<file path="src/rtl/mdrv_ocp_pkg.sv">
package mdrv_ocp_pkg;
  typedef enum logic [1:0] {
    EDGE_RISE     = 2'b00,
    EDGE_FALL     = 2'b01,
    EDGE_BOTH     = 2'b10,
    EDGE_IRQ_ONLY = 2'b11
  } edge_sel_e;
endpackage

</file>
<file path="src/rtl/ocp_edge_detect.sv">
module ocp_edge_detect
  import mdrv_ocp_pkg::*;
#(
  parameter int SYNC_STAGES = 2
) (
  input  logic      clk,
  input  logic      rst,
  input  logic      cmp_raw,
  input  edge_sel_e edge_sel,
  output logic      cmp_sync,
  output logic      evt
);
  localparam int CHAIN_W = SYNC_STAGES + 1;

  logic [CHAIN_W-1:0] chain_q;
  logic               cmp_prev;
  logic               rise_w, fall_w;

  always_ff @(posedge clk) begin
    if (rst) chain_q <= '0;
    else     chain_q <= {chain_q[CHAIN_W-2:0], cmp_raw};
  end

  assign cmp_sync = chain_q[SYNC_STAGES-1];
  assign cmp_prev = chain_q[SYNC_STAGES];
  assign rise_w   = cmp_sync & ~cmp_prev;
  assign fall_w   = ~cmp_sync & cmp_prev;

  always_comb begin
    unique case (edge_sel)
      EDGE_RISE: evt = rise_w;
      EDGE_FALL: evt = fall_w;
      default:   evt = rise_w | fall_w;
    endcase
  end
endmodule

</file>
<file path="src/rtl/ocp_trip_latch.sv">
module ocp_trip_latch
  import mdrv_ocp_pkg::*;
(
  input  logic      clk,
  input  logic      rst,
  input  logic      evt,
  input  logic      cmp_sync,
  input  edge_sel_e edge_sel,
  input  logic      hw_en,
  input  logic      pause_mode,
  input  logic      prot_en,
  output logic      flag_nxt,
  output logic      flag_q,
  output logic      pause_act,
  output logic      irq_q
);
  logic en_prev_q;
  logic en_rise;
  logic path_live;
  logic trip;

  assign en_rise   = prot_en & ~en_prev_q;
  assign path_live = hw_en & (edge_sel != EDGE_IRQ_ONLY);
  assign trip      = evt & path_live & ~pause_mode;
  assign flag_nxt  = trip | (flag_q & ~en_rise);
  assign pause_act = path_live & pause_mode & cmp_sync;

  always_ff @(posedge clk) begin
    if (rst) begin
      en_prev_q <= 1'b0;
      flag_q    <= 1'b0;
      irq_q     <= 1'b0;
    end else begin
      en_prev_q <= prot_en;
      flag_q    <= flag_nxt;
      irq_q     <= evt;
    end
  end

  assert_rearm_R5: assert property (@(posedge clk) disable iff (rst)
    $fell(flag_q) |-> $past(en_rise));
  assert_irq_only_R6: assert property (@(posedge clk) disable iff (rst)
    $rose(flag_q) |-> ($past(edge_sel) != EDGE_IRQ_ONLY));
  assert_hw_off_R7: assert property (@(posedge clk) disable iff (rst)
    $rose(flag_q) |-> $past(hw_en));
endmodule

</file>
<file path="src/rtl/ilim_restart.sv">
module ilim_restart (
  input  logic clk,
  input  logic rst,
  input  logic lim_evt,
  input  logic lim_clr,
  input  logic period_start,
  input  logic restart_sel,
  input  logic hw_en,
  output logic block_nxt,
  output logic irq_q
);
  logic pend_q, wait_q;
  logic pend_nxt, wait_nxt;

  assign pend_nxt  = lim_evt | (pend_q & ~lim_clr);
  assign wait_nxt  = (lim_clr & pend_q & restart_sel & ~lim_evt)
                   | (wait_q & ~period_start);
  assign block_nxt = hw_en & (pend_nxt | wait_nxt);

  always_ff @(posedge clk) begin
    if (rst) begin
      pend_q <= 1'b0;
      wait_q <= 1'b0;
      irq_q  <= 1'b0;
    end else begin
      pend_q <= pend_nxt;
      wait_q <= wait_nxt;
      irq_q  <= lim_evt;
    end
  end

  assert_lim_irq_R9: assert property (@(posedge clk) disable iff (rst)
    irq_q |-> $past(lim_evt));
  assert_wait_release_R11: assert property (@(posedge clk) disable iff (rst)
    $fell(wait_q) |-> $past(period_start));
endmodule

</file>
<file path="src/rtl/drive_gate.sv">
module drive_gate #(
  parameter int NUM_OUT = 6
) (
  input  logic               clk,
  input  logic               rst,
  input  logic [NUM_OUT-1:0] pwm_in,
  input  logic [NUM_OUT-1:0] safe_pat,
  input  logic               force_safe,
  input  logic               force_off,
  output logic [NUM_OUT-1:0] drv_out
);
  for (genvar i = 0; i < NUM_OUT; i++) begin : g_lane
    always_ff @(posedge clk) begin
      if (rst)             drv_out[i] <= 1'b0;
      else if (force_safe) drv_out[i] <= safe_pat[i];
      else if (force_off)  drv_out[i] <= 1'b0;
      else                 drv_out[i] <= pwm_in[i];
    end
  end
endmodule

</file>
<file path="src/rtl/mdrv_ocp_gate.sv">
module mdrv_ocp_gate
  import mdrv_ocp_pkg::*;
#(
  parameter int NUM_OUT     = 6,
  parameter int SYNC_STAGES = 2
) (
  input  logic               clk,
  input  logic               rst,
  input  logic [NUM_OUT-1:0] pwm_in,
  input  logic               oc_cmp,
  input  logic               oc_hw_en,
  input  logic [1:0]         oc_edge_sel,
  input  logic               oc_mode,
  input  logic               prot_en,
  input  logic [NUM_OUT-1:0] safe_pat,
  input  logic               lim_evt,
  input  logic               lim_hw_en,
  input  logic               lim_irq_clr,
  input  logic               lim_restart_sel,
  input  logic               period_start,
  output logic [NUM_OUT-1:0] drv_out,
  output logic               oc_irq,
  output logic               lim_irq,
  output logic               prot_flag
);
  edge_sel_e sel;
  logic cmp_sync, oc_evt, flag_nxt, pause_act, block_nxt;

  assign sel = edge_sel_e'(oc_edge_sel);

  ocp_edge_detect #(.SYNC_STAGES(SYNC_STAGES)) u_edge (
    .clk(clk), .rst(rst), .cmp_raw(oc_cmp), .edge_sel(sel),
    .cmp_sync(cmp_sync), .evt(oc_evt)
  );

  ocp_trip_latch u_trip (
    .clk(clk), .rst(rst), .evt(oc_evt), .cmp_sync(cmp_sync),
    .edge_sel(sel), .hw_en(oc_hw_en), .pause_mode(oc_mode),
    .prot_en(prot_en), .flag_nxt(flag_nxt), .flag_q(prot_flag),
    .pause_act(pause_act), .irq_q(oc_irq)
  );

  ilim_restart u_lim (
    .clk(clk), .rst(rst), .lim_evt(lim_evt), .lim_clr(lim_irq_clr),
    .period_start(period_start), .restart_sel(lim_restart_sel),
    .hw_en(lim_hw_en), .block_nxt(block_nxt), .irq_q(lim_irq)
  );

  drive_gate #(.NUM_OUT(NUM_OUT)) u_gate (
    .clk(clk), .rst(rst), .pwm_in(pwm_in), .safe_pat(safe_pat),
    .force_safe(flag_nxt | pause_act), .force_off(block_nxt),
    .drv_out(drv_out)
  );

  assert_safe_hold_R4: assert property (@(posedge clk) disable iff (rst)
    prot_flag |-> (drv_out == $past(safe_pat)));
endmodule

</file>
<file path="config.mk">
export PLATFORM = sky130hd
export DESIGN_NAME = mdrv_ocp_gate
export DESIGN_NICKNAME = d
export VERILOG_FILES = /design/src/rtl/mdrv_ocp_pkg.sv /design/src/rtl/ocp_edge_detect.sv /design/src/rtl/ocp_trip_latch.sv /design/src/rtl/ilim_restart.sv /design/src/rtl/drive_gate.sv /design/src/rtl/mdrv_ocp_gate.sv
export SDC_FILE = /design/constraint.sdc
export NUM_CORES = 1
export LEC_CHECK = 0
export CAP_MARGIN = 5
export CORE_MARGIN = 10
export CORE_UTILIZATION = 41
export CTS_BUF_LIST = sky130_fd_sc_hd__clkbuf_4
export DETAILED_ROUTE_END_ITERATION = 7
export PLACE_DENSITY = 0.85
export SLEW_MARGIN = 20
export SYNTH_ARGS = -nofsm -noshare
export SYNTH_HDL_FRONTEND = slang
export SYNTH_HIERARCHICAL = 1
export SYNTH_SLANG_ARGS = --single-unit
</file>
<file path="constraint.sdc">
create_clock -name clk -period 2.8 [get_ports clk]
set_input_delay 0.42 -clock clk [delete_from_list [all_inputs] [get_ports clk]]
set_output_delay 0.42 -clock clk [all_outputs]
set_load 0.03 [all_outputs]
</file>
==> results.yml, run 1 <==
status:
  status: "finished, final reports clean"
routing:
  wire_per_inst_um: 13.56
  routed_wl_um: 1587
  vias: 566
  ant_nets: 0
  dr.pass1.iters: 5
  drc: 0
  drt_iter0_markers: 7
  vias_per_cell: 4.838
finish:
  seqCellArea_sq_um: 300.3
  layout.nets: 130
  n_antenna_cell: 0
  final_cells: 117
  area_growth_pct: 60.12
  drive_gt1_frac: 0.05882
  nFillCells: 110
  multiInputGateArea_sq_um: 274.0
clocking:
  cts_sinks: 15
  post_cts_buffers: 0
  h-tree-depth: 1
  clk_pin_slew_ps: 90
  cts_hold_buf: 0
  ctsResizeCount: 0
  clk_path_buf_depth: 2
  cts_tree: "done"
  root_buffer: "clkbuf_4"
  cts_made_buffers: 3
  insertion_delay_ps: 280
synth:
  yosysWarnings: 6
  synth.largest_area_cell: "dfxtp_1"
  async_flop_share: 0
  synth_top_flop_cell: "dfxtp_1"
  synth.area.top_cells: "dfxtp_1 (49%), or3b_1 (10%), a21oi_1 (6.5%)"
  ys_seq_area_frac: 0.4908
  netlist_instances: 66
  synth-edff-count: 0
  syn_area_sq_um: 611.8
  ys_top_cells_by_count: "dfxtp_1 (15), a21oi_1 (8), nand2_1 (7), or3b_1 (7), inv_1 (6)"
  yosysMostFrequentCell: "dfxtp_1"
  synth_top_cell_area_share: 0.4908
  syn_nets: 93
  synth.avg_cell_area_sq_um: 9.270
  synth.distinct_cells: 18
  yosys_register_bits: 15
sta:
  drv_slew: 0
  period_minus_slack_ps: 2064
  setup_viol: 0
  rsz0062_at_grt: "no"
  fmax_mhz: 484.4
  finalWorstSetupSlack_ps: 735.8
  hold_violations: 0
  tightestPinTransition_ps: 532.7
  fin_crit_sh: 0.7372
  relSlewSlack: 0.6437
  fin_tns_setup_ps: 0
  clock_skew_ps: 0.5733
  holdWs_ps: 442.4
critical_path:
  crit_type: "in -> reg"
  crit_top_cell: "mux2i_1"
  crit_buf_inv: 2
  cp_slowest_cell: "clkdlybuf4s50_1"
  endpoint_kind: "flop"
  crit_required_ps: 3000
  path_delay_family: "simple AND/OR/NAND/NOR gates"
  crit_fanout: 12
  crit_arrival_ps: 2270
  max_stage_delay_ps: 510
  start_kind: "input port"
  cp_cell_sequence: "clkdlybuf4s50_1 > mux2i_1 > mux2i_1 > inv_1 > o32ai_1 > or2_1 > or3b_1 > a21oi_1"
pwr:
  p_switching_mw: 0.1096
  swShare: 0.2415
  p_int_mw: 0.3442
  p_seq_frac: 0.503
  comb_power_share: 0.208
  peakVddDrop_mv: 0.2714
  leakage_nw: 0.3863
  power_mw: 0.4538
  p_per_area_nw_per_um2: 463.3
  clockPowerShare: 0.290
placement:
  io_buffers: 33
  dp_hpwl_um: 1341
  dp_cells: 113
  place_congestion: 0.6646
  post-place-ws_ps: 451.9
floorplan:
  start_util: 0.4532
  ioPinCount: 34
  fp.dieW_um: 58.63
  die_h_um: 58.63
  die_area_sq_um: 3437
  num_rows: 13
  coreArea_sq_um: 1350
grt:
  overflow: 0
  gr-usage-all-layers: 0.08949
  grt_pass1_wl_um: 2408
  grt_max_degree: 17
  antenna_found_initial: 0
  first_global_vias: 570
hold_path:
  hold_path_class: "reg -> reg"
job:
  maxCapViolCount: 0
==> cells in the final DEF (no fill, tap or decap) <==
| master | synthesis | layout |
|---|---|---|
| inv_1 | 6 | 6 |
| dfxtp_1 | 15 | 15 |
| nor2b_1 | 4 | 4 |
| nand4_1 | 1 | 1 |
| clkdlybuf4s50_1 | 0 | 33 |
| nand2_1 | 7 | 7 |
| ha_1 | 2 | 2 |
| mux2i_1 | 2 | 2 |
| or3b_1 | 7 | 7 |
| inv_2 | 1 | 1 |
| nor2_1 | 5 | 5 |
| or2_1 | 1 | 1 |
| a31oi_1 | 1 | 1 |
| o32ai_1 | 2 | 2 |
| a21bo_2 | 1 | 1 |
| a21oi_1 | 8 | 8 |
| clkbuf_4 | 0 | 4 |
| nand2b_1 | 1 | 1 |
| o21ai_1 | 1 | 1 |
==> through the flow <==
| step | utilization | area [sq um] |
|---|---|---|
| after floorplan | - | 611.8 |
| after global placement | 0.7034 | 949.7 |
| after detailed placement | 0.7034 | 949.7 |
| after CTS | 0.7257 | 979.7 |
| after global routing | 0.7257 | 979.7 |
| final | 0.7257 | 979.7 |
==> sequential cells by signal, indices dropped and copies added, names as in the netlist <==
| register | count |
|---|---|
| u_gate/drv_out | 6 |
| u_lim/pend_q | 1 |
| u_lim/irq_q | 1 |
| u_lim/wait_q | 1 |
| u_trip/irq_q | 1 |
| u_trip/en_prev_q | 1 |
| u_trip/flag_q | 1 |
| u_edge/chain_q | 3 |
==> power by group through the flow <==
stage               Clock [mW]  Sequential [mW]  Combinational (mW)
floorplan                    0            0.248              0.0246
global placement             0            0.233              0.0932
detailed placement           0            0.233              0.0948
CTS                      0.138            0.228              0.0951
global route             0.144            0.229               0.102
finish                   0.131            0.228              0.0942
==> path summary, 6_finish.rpt <==
check | startpoint | to | slack [ps] | cells after the start
max reg2reg | u_edge/chain_q[1] | u_gate/drv_out[2] | 840 | 9
min reg2reg | u_edge/chain_q[0] | u_edge/chain_q[1] | 440 | 1
max | oc_edge_sel[0] | u_gate/drv_out[2] | 740 | 8
min | u_edge/chain_q[0] | u_edge/chain_q[1] | 440 | 1
==> cell type report <==
type                    instances  area share
multi-input cells              43      0.2797
flip-flops and latches         15      0.3065
clock buffers                   4     0.03065
inverters                       7     0.02682
repair buffers                 33      0.3372
well taps                      15     0.01916
==> kinds of logic (layout without fill, tap and decap cells) <==
family                     count (synthesis)  after routing  synth area share
AOI/OAI and AO/OA                         13             13            0.1288
DFF                                       15             15            0.4908
buffers and inverters                      8             44           0.06134
adders and majority gates                  2              2           0.04089
muxes                                      2              2           0.03272
and+or+nand+nor                           26             26            0.2454
==> routing by layer <==
metal	up-vias	global-route usage	part of all wire	wire length (um)
met5	-	0	0	0
met4	0	0.02951	0	0
met2	18	0.1654	0.52	827
met3	0	0.04936	0.079	126
li1	298	-	-	-
met1	250	0.08049	0.40	633
No activity file was read; power rests on OpenSTA's default activity.
==> run 2, diff against run 1 <==
--- a/config.mk
+++ b/config.mk
@@ -7,10 +7,10 @@
 export LEC_CHECK = 0
 export CAP_MARGIN = 5
 export CORE_MARGIN = 10
-export CORE_UTILIZATION = 41
+export CORE_UTILIZATION = 38
 export CTS_BUF_LIST = sky130_fd_sc_hd__clkbuf_4
 export DETAILED_ROUTE_END_ITERATION = 7
-export PLACE_DENSITY = 0.85
+export PLACE_DENSITY = 0.79
 export SLEW_MARGIN = 20
 export SYNTH_ARGS = -nofsm -noshare
 export SYNTH_HDL_FRONTEND = slang
==> constraint.sdc (replaced) <==
create_clock -name clk -period 2.1 [get_ports clk]
set_input_delay 0.315 -clock clk [delete_from_list [all_inputs] [get_ports clk]]
set_output_delay 0.315 -clock clk [all_outputs]
set_load 0.03 [all_outputs]
==> run 2 against run 1 <==
Net effect: global-route usage increased by 1.0 points; combinational power increased by 41%; routed wire length increased by 6.2%; clock skew increased by 4.8 ps; final cell count increased by 3.4%; sequential power increased by 33%; hold slack got worse by 0.77 ps; sequential share of layout area decreased by 0.80 points; first-iteration DRC count increased by 43%; total power increased by 35%.
==> results.yml, run 2 (synthesis gave the netlist of run 1 again) <==
floorplan:
  die_h_um: 60.13
  die_area_sq_um: 3615
  start_util: 0.4061
  fp.dieW_um: 60.13
  num_rows: 14
  coreArea_sq_um: 1506
  ioPinCount: 34
pwr:
  p_switching_mw: 0.1514
  p_int_mw: 0.4633
  peakVddDrop_mv: 0.3510
  swShare: 0.2463
  leakage_nw: 0.4008
  p_per_area_nw_per_um2: 611.1
  p_seq_frac: 0.495
  comb_power_share: 0.217
  clockPowerShare: 0.289
finish:
  largest_register_ffs: 6
  n_antenna_cell: 0
  drive_gt1_frac: 0.09524
  final_cell_mix: "clkdlybuf4s50_1 (33), dfxtp_1 (15), a21oi_1 (8)"
  area_growth_pct: 64.42
  top_register: "u_gate/drv_out"
  final_cells: 121
  design_area_sq_um: 1006
  layout.nets: 133
  top_regs: "u_gate/drv_out x6, u_edge/chain_q x3"
  layout_commonest_cell: "clkdlybuf4s50_1"
hold_path:
  hold_path_class: "reg -> reg"
  hold_depth: 1
routing:
  drc: 0
  wire_per_inst_um: 13.93
  routed_wl_um: 1686
  dr.pass1.iters: 3
  vias_per_cell: 4.868
  drt_iter0_markers: 10
  vias: 589
  ant_nets: 0
grt:
  busiest_layer: "met2"
  antenna_found_initial: 0
  overflow: 0
  first_global_vias: 658
  grt_pass1_wl_um: 2760
  grtUsageMet3: 0.05085
  grt_max_degree: 12
  use_met1: 0.08961
  gr-usage-all-layers: 0.09983
  use_met2: 0.1750
sta:
  tightestPinTransition_ps: 403.2
  setup_viol: 0
  relSlewSlack: 0.7300
  fmax_mhz: 535.1
  hold_violations: 0
  drv_slew: 0
  fin_crit_sh: 0.8899
  finalWorstSetupSlack_ps: 231.1
  period_minus_slack_ps: 1869
  rsz0062_at_grt: "no"
  clock_skew_ps: 5.399
clocking:
  insertion_delay_ps: 280
  root_buffer: "clkbuf_4"
  clk_pin_slew_ps: 90
  cts_tree: "done"
  clk_path_buf_depth: 2
  cts_sinks: 15
  cts_hold_buf: 0
  h-tree-depth: 1
  cts_made_buffers: 3
critical_path:
  path_depth: 9
  max_stage_delay_ps: 370
  endpoint_kind: "flop"
  path_delay_family: "simple AND/OR/NAND/NOR gates"
  cp_cell_sequence: "inv_1 > ha_1 > mux2i_1 > mux2i_1 > inv_1 > o32ai_1 > or2_4 > or3b_1 > a21oi_1"
  start_kind: "flop"
  crit_arrival_ps: 2080
  crit_type: "reg -> reg"
  cp_slowest_cell: "or3b_1"
  crit_required_ps: 2310
  crit_buf_inv: 2
  rr_worst_depth: 9
  crit_fanout: 9
status:
  status: "finished, final reports clean"
placement:
  place_congestion: 0.7481
  io_buffers: 33
  dp_hpwl_um: 1424
  dp_cells: 117
  place_area_sq_um: 973.4
  post-place-ws_ps: -87.14
job:
  maxCapViolCount: 0
[run 2: cell types whose count changed in the layout (fill, tap and decap cells not counted), sizes merged]
| cell | change |
|---|---|
| buf | +3 |
[run 2: cell type report]
cell class                 count  area, sq um
multi-input combinational     43        276.5
sequential                    15        300.3
inverter                       7        26.28
tap                           16        20.02
clock buffer                   4        30.03
timing repair buffer          36        352.8
fill                         130        500.5
[run 2: metrics by stage]
| stage | hold WS (ps) | TNS, ps | util | total power, mW |
|---|---|---|---|---|
| global route | 463.0 | 0 | 0.6678 | 0.6500 |
| detailed placement | 424.2 | -323.7 | 0.6462 | 0.4436 |
| global placement | 419.5 | -28.50 | 0.6462 | 0.4402 |
| floorplan | 381.7 | 0 | - | 0.3634 |
| finish | 441.7 | 0 | 0.6678 | 0.6147 |
| CTS | 445.7 | 0 | 0.6661 | 0.6195 |
[run 2: worst paths after layout]
path,startpoint,slack [ps],endpoint
worst min-delay path,u_edge/chain_q[0],440,u_edge/chain_q[1]
worst min register to register,u_edge/chain_q[0],440,u_edge/chain_q[1]
worst max-delay path,u_edge/chain_q[1],230,u_gate/drv_out[3]
worst max register to register,u_edge/chain_q[1],230,u_gate/drv_out[3]
[run 2: layer usage]
metal	routed length (um)	vias to the layer above
met3	87	0
met4	0	0
li1	-	300
met5	0	-
met1	621	275
met2	976	14
[run 2: what timing repair did]
item / in CTS / in global routing
endpoints found under the hold margin: 0 / 0
resized for setup: 0 / 1
setup endpoints to repair: 0 / 5
setup buffers: 0 / 0
[run 2: power groups by stage]
| stage | Combinational (mW) | Clock, mW | Sequential [mW] |
|---|---|---|---|
| finish | 0.133 | 0.177 | 0.304 |
| global route | 0.145 | 0.200 | 0.306 |
| CTS | 0.134 | 0.182 | 0.304 |
| detailed placement | 0.133 | 0 | 0.311 |
| global placement | 0.130 | 0 | 0.310 |
| floorplan | 0.0328 | 0 | 0.331 |
